==> config.mk <==
export PLATFORM = sky130hd
export DESIGN_NAME = gbit_shifter
export DESIGN_NICKNAME = d
export VERILOG_FILES = /design/src/rtl/gbit_shifter.sv
export SDC_FILE = /design/constraint.sdc
export NUM_CORES = 1
export LEC_CHECK = 0
export ABC_AREA = 1
export BUFFER_PORTS_ARGS = -buffer_cell sky130_fd_sc_hd__buf_4
export CAP_MARGIN = 20
export CORE_ASPECT_RATIO = 1.4
export CORE_MARGIN = 10
export CORE_UTILIZATION = 40
export CTS_BUF_LIST = sky130_fd_sc_hd__clkbuf_2 sky130_fd_sc_hd__clkbuf_4 sky130_fd_sc_hd__clkbuf_8
export DETAILED_ROUTE_END_ITERATION = 8
export SLEW_MARGIN = 30
export SYNTH_ARGS = -nofsm -noshare
export SYNTH_HDL_FRONTEND = slang
export SYNTH_SLANG_ARGS = --single-unit
export TNS_END_PERCENT = 5
==> constraint.sdc <==
create_clock -name clk -period 11.51 [get_ports clk]
set_input_delay 0.5755 -clock clk [delete_from_list [all_inputs] [get_ports clk]]
set_output_delay 0.5755 -clock clk [all_outputs]
set_load 0.005 [all_outputs]
==> src/rtl/gbit_shifter.sv <==
module gbit_shifter #(
  parameter int WIDTH     = 40,
  parameter int GUARD     = 8,
  parameter int AMT_W     = 7,
  parameter int AMT_LSB   = 16,
  parameter int ARITH_MAX = 32,
  parameter int LOGIC_MAX = 16
) (
  input  logic                    clk,
  input  logic                    rst_n,
  input  logic                    valid,
  input  logic                    op_logical,
  input  logic                    use_imm,
  input  logic signed [AMT_W-1:0] imm,
  input  logic [WIDTH-1:0]        src_a,
  input  logic                    src_guard,
  input  logic [WIDTH-GUARD-1:0]  src_b,
  output logic [WIDTH-1:0]        res_full,
  output logic [WIDTH-GUARD-1:0]  res_trunc,
  output logic                    flag_gt,
  output logic                    flag_z,
  output logic                    flag_n,
  output logic                    flag_v,
  output logic                    flag_dc
);
  localparam int BASE = WIDTH - GUARD;
  localparam int HALF = BASE / 2;

  logic signed [AMT_W-1:0] amt_raw, limit, amt_c;
  logic [AMT_W-1:0]        mag;
  logic                    left;
  logic [WIDTH-1:0]        x;

  assign amt_raw = use_imm ? imm : $signed(src_b[AMT_LSB +: AMT_W]);
  assign limit   = op_logical ? AMT_W'(LOGIC_MAX) : AMT_W'(ARITH_MAX);

  always_comb begin
    if (amt_raw > limit)       amt_c = limit;
    else if (amt_raw < -limit) amt_c = -limit;
    else                       amt_c = amt_raw;
  end

  assign left = ~amt_c[AMT_W-1];
  assign mag  = left ? amt_c : -amt_c;
  assign x    = src_guard ? src_a : {{GUARD{src_a[BASE-1]}}, src_a[BASE-1:0]};

  // arithmetic path, with one spare bit to catch the last bit lost
  logic [WIDTH:0]   a_lx, a_rx;
  logic [WIDTH-1:0] a_res;
  logic             a_dc;
  assign a_lx  = {1'b0, x} << mag;
  assign a_rx  = {x, 1'b0} >> mag;
  assign a_res = left ? a_lx[WIDTH-1:0] : WIDTH'($signed(x) >>> mag);
  assign a_dc  = left ? a_lx[WIDTH] : a_rx[0];

  // logical path on the upper half of the base word
  logic [HALF:0]   l_lx, l_rx;
  logic [HALF-1:0] l_res;
  logic            l_dc;
  assign l_lx  = {1'b0, x[BASE-1:HALF]} << mag;
  assign l_rx  = {x[BASE-1:HALF], 1'b0} >> mag;
  assign l_res = left ? l_lx[HALF-1:0] : l_rx[HALF:1];
  assign l_dc  = left ? l_lx[HALF] : l_rx[0];

  assign res_full  = op_logical ? {{GUARD{1'b0}}, l_res, {HALF{1'b0}}} : a_res;
  assign res_trunc = res_full[BASE-1:0];

  logic z_n, v_n;
  assign z_n = (res_full == '0);
  assign v_n = ~op_logical & left & (a_res[WIDTH-1] ^ x[WIDTH-1]);

  always_ff @(posedge clk or negedge rst_n) begin
    if (!rst_n) begin
      flag_gt <= 1'b0;
      flag_z  <= 1'b0;
      flag_n  <= 1'b0;
      flag_v  <= 1'b0;
      flag_dc <= 1'b0;
    end else if (valid) begin
      flag_gt <= ~z_n & ~res_full[WIDTH-1];
      flag_z  <= z_n;
      flag_n  <= res_full[WIDTH-1];
      flag_v  <= v_n;
      flag_dc <= op_logical ? l_dc : a_dc;
    end
  end
endmodule

==> impl_metrics.yaml <==
clock_tree:
  cts_root_buf: "clkbuf_8"
  ctsHoldBuffers: 0
  numCtsBuffers: 3
  path_clk_slew_ns: 0.04
  cts_max_level: 1
  post_cts_resized: 0
  cts_buffer_depth: 2
  cts.sinks: 5
  cts_tree: "yes"
  clk_latency_ns: 0.22
  post_cts_buffers: 0
placed_design:
  dp_hpwl_microns: 33090
  gp_congestion: 1.060
  io_buffer_count: 136
finish:
  utilization_pct: 44.16
  final_cell_mix: "nand2_1, nand3_1, buf_4"
  n_antenna_cell: 0
  nNetsFinal: 1767
  final_common_cell: "nand2_1"
  drive_gt1_share_pct: 12.23
  syn2layout_area_growth_pct: 8.251
sta:
  tns_ns: 0
  hold_violations: 0
  worstMarginPinSlew_ns: 1.048
  rsz0062_at_grt: "false"
  fmax_ghz: 0.1488
  setup_viol: 0
  timing.final.max_slew_violations: 0
  max_slew_margin_pct: 29.85
  post-route-period-util_pct: 58.37
  period_needed_ns: 6.719
  clock_skew_ns: 0
setup_path:
  cp_cell_sequence: "buf_4 -> inv_2 -> nand2_1 -> nand2_1 -> ha_1 -> o2111ai_1 -> ha_1 -> inv_1 -> nand3_4 -> ha_1 -> inv_1 -> xor2_1 -> nand2_1 -> nand2_4 -> buf_4 -> nand3_1 -> nand3_1 -> nand2_1 -> o21ai_0 -> nand2_1 -> nand2_1 -> nand2_1 -> inv_1 -> buf_4"
  crit_path_top_delay_cell: "buf_4"
  crit_path_start_kind: "primary input"
  worst-path-max-fanout: 69
  critPathKind: "primary input to output port"
  critPathCaptureType: "output port"
  arrival_ns: 6.14
  crit_top_cell: "nand2_1"
  cp.required_ns: 10.93
  max_stage_delay_ns: 0.70
run:
  drv_cap: 0
logic_synthesis:
  netlist_area_sq_um: 7870
  ys_ff_latch: 5
  synth_cells: 1664
  yosysSeqAreaShare_pct: 1.590
  ys_warn_count: 0
  async_flop_share_pct: 100.0
  syn-num-nets: 1754
  ys.flop_type: "dfrtp_1"
  synth-edff-count: 0
  syn_avg_cell_area_sq_um: 4.730
  ys_types: 40
detailed_routing:
  drc: 0
  wl_per_cell_microns: 21.89
  routed_wl_microns: 42110
  ant_nets: 0
  vias: 11290
  vias_per_cell: 5.866
  drt_iter0_drc: 1507
  drtPass1Iterations: 9
die:
  num_rows: 60
  fp.dieW_microns: 138.6
  die_area_sq_um: 25770
  placeableCoreArea_sq_um: 19290
  fp.dieH_microns: 186.0
  initial_core_util_pct: 40.79
  ioPinCount: 162
power:
  seqPwrFrac_pct: 1.6
  ir_drop_mv: 0.08758
  p_comb_share_pct: 96.0
  p_sw_mw: 0.9650
  leakagePower_nw: 4.944
  clkPwrFrac_pct: 2.5
  internal_power_mw: 0.4337
  power_density_nw_per_um2: 164.2
  fin_total_pwr_mw: 1.399
  p_sw_share_pct: 68.99
global_route:
  antenna_found_initial: 1
  grt_pass1_vias: 10120
  track_usage_pct: 30.93
  grt-ovfl-total: 0
  grt_max_degree: 90
  grt_pass1_wl_microns: 62850
outcome:
  outcome: "complete, no violations"
min_path:
  hold_path.class: "primary input to asynchronous set/reset pin"
state kept, by name, summed over array words and instances, names as in the netlist:
| register | cells |
|---|---|
| flag_n | 1 |
| flag_z | 1 |
| flag_v | 1 |
| flag_dc | 1 |
| flag_gt | 1 |
cell families after synthesis:
family | count (synthesis) | share of synthesized area, %
simple gates | 1185 | 66.95
buf+inv | 299 | 18.47
compound gates | 169 | 12.08
fa+ha+maj | 5 | 0.7949
flops | 5 | 1.590
xor+xnor | 1 | 0.1113
layer usage:
layer | vias up | wire length, microns | GRT usage [%]
met5 | - | 13 | 0
li1 | 5425 | - | -
met2 | 651 | 19250 | 50.75
met3 | 144 | 3610 | 4.973
met4 | 2 | 3165 | 19.91
met1 | 5065 | 16070 | 36.85
Yosys cell counts, types with 6 or more instances:
cell      instances  area, sq um
a21oi_1          47        235.2
buf_2            63        315.3
buf_4            51        382.9
buf_6             6        67.56
clkbuf_1         18        67.56
inv_1           147        551.8
inv_2             9        33.78
nand2_1         590         2215
nand2_2          12        75.07
nand2_4           8        90.09
nand3_1         432         2162
nand4_1          19        118.9
nor2_1          101        379.1
o21a_1           18        135.1
o21ai_0          62        310.3
o21ai_1          24        120.1
power by group through the flow:
stage	Combinational [mW]	Clock [mW]	Sequential, mW
after CTS	1.30	0.0351	0.0224
after detailed placement	1.29	0	0.0225
final	1.34	0.0343	0.0222
after global routing	1.44	0.0370	0.0227
after global placement	1.30	0	0.0224
after floorplan	0.883	0	0.0226
critical path, delay by kind of cell:
kind,cells,cell delay (ns)
and+or+nand+nor,11,2.03
adders and majority gates,3,1.12
AOI/OAI and AO/OA,2,0.78
buffers and inverters,7,1.48
xor gates and xnor gates,1,0.14
layout make-up:
class	count	area (sq um)
multi-input cells	1360	6306
well taps	248	310.3
inverters	158	598.1
clock buffers	4	48.80
repair buffers	149	1131
fillers	2340	10770
flip-flops and latches	5	125.1
through the flow:
| step | setup slack, ns | instances | area (sq um) | hold slack (ns) |
|---|---|---|---|---|
| 6_report | 4.791 | 1924 | 8519 | 0.1509 |
| 5_1_grt | 4.490 | 1924 | 8519 | 0.1474 |
| 4_1_cts | 4.918 | 1923 | 8499 | 0.1514 |
| 3_5_place_dp | 4.921 | 1919 | 8451 | 0.3819 |
| 3_3_place_gp | 4.966 | 1919 | 8451 | 0.3784 |
| 2_1_floorplan | 5.845 | 1664 | 7870 | 0.2799 |
path summary, 6_finish.rpt:
path	start	endpoint	slack, ns	depth (start not counted)
setup / recovery	use_imm	res_trunc[22]	4.79	24
setup reg to reg	flag_gt	flag_gt	10.83	2
hold reg to reg	flag_v	flag_v	0.48	2
hold / removal	rst_n	flag_dc	0.15	1
min in group clk	flag_v	flag_v	0.48	2
max in group asynchronous	rst_n	flag_n	11.25	1
Note: power is estimated with default switching activity, not from simulation.
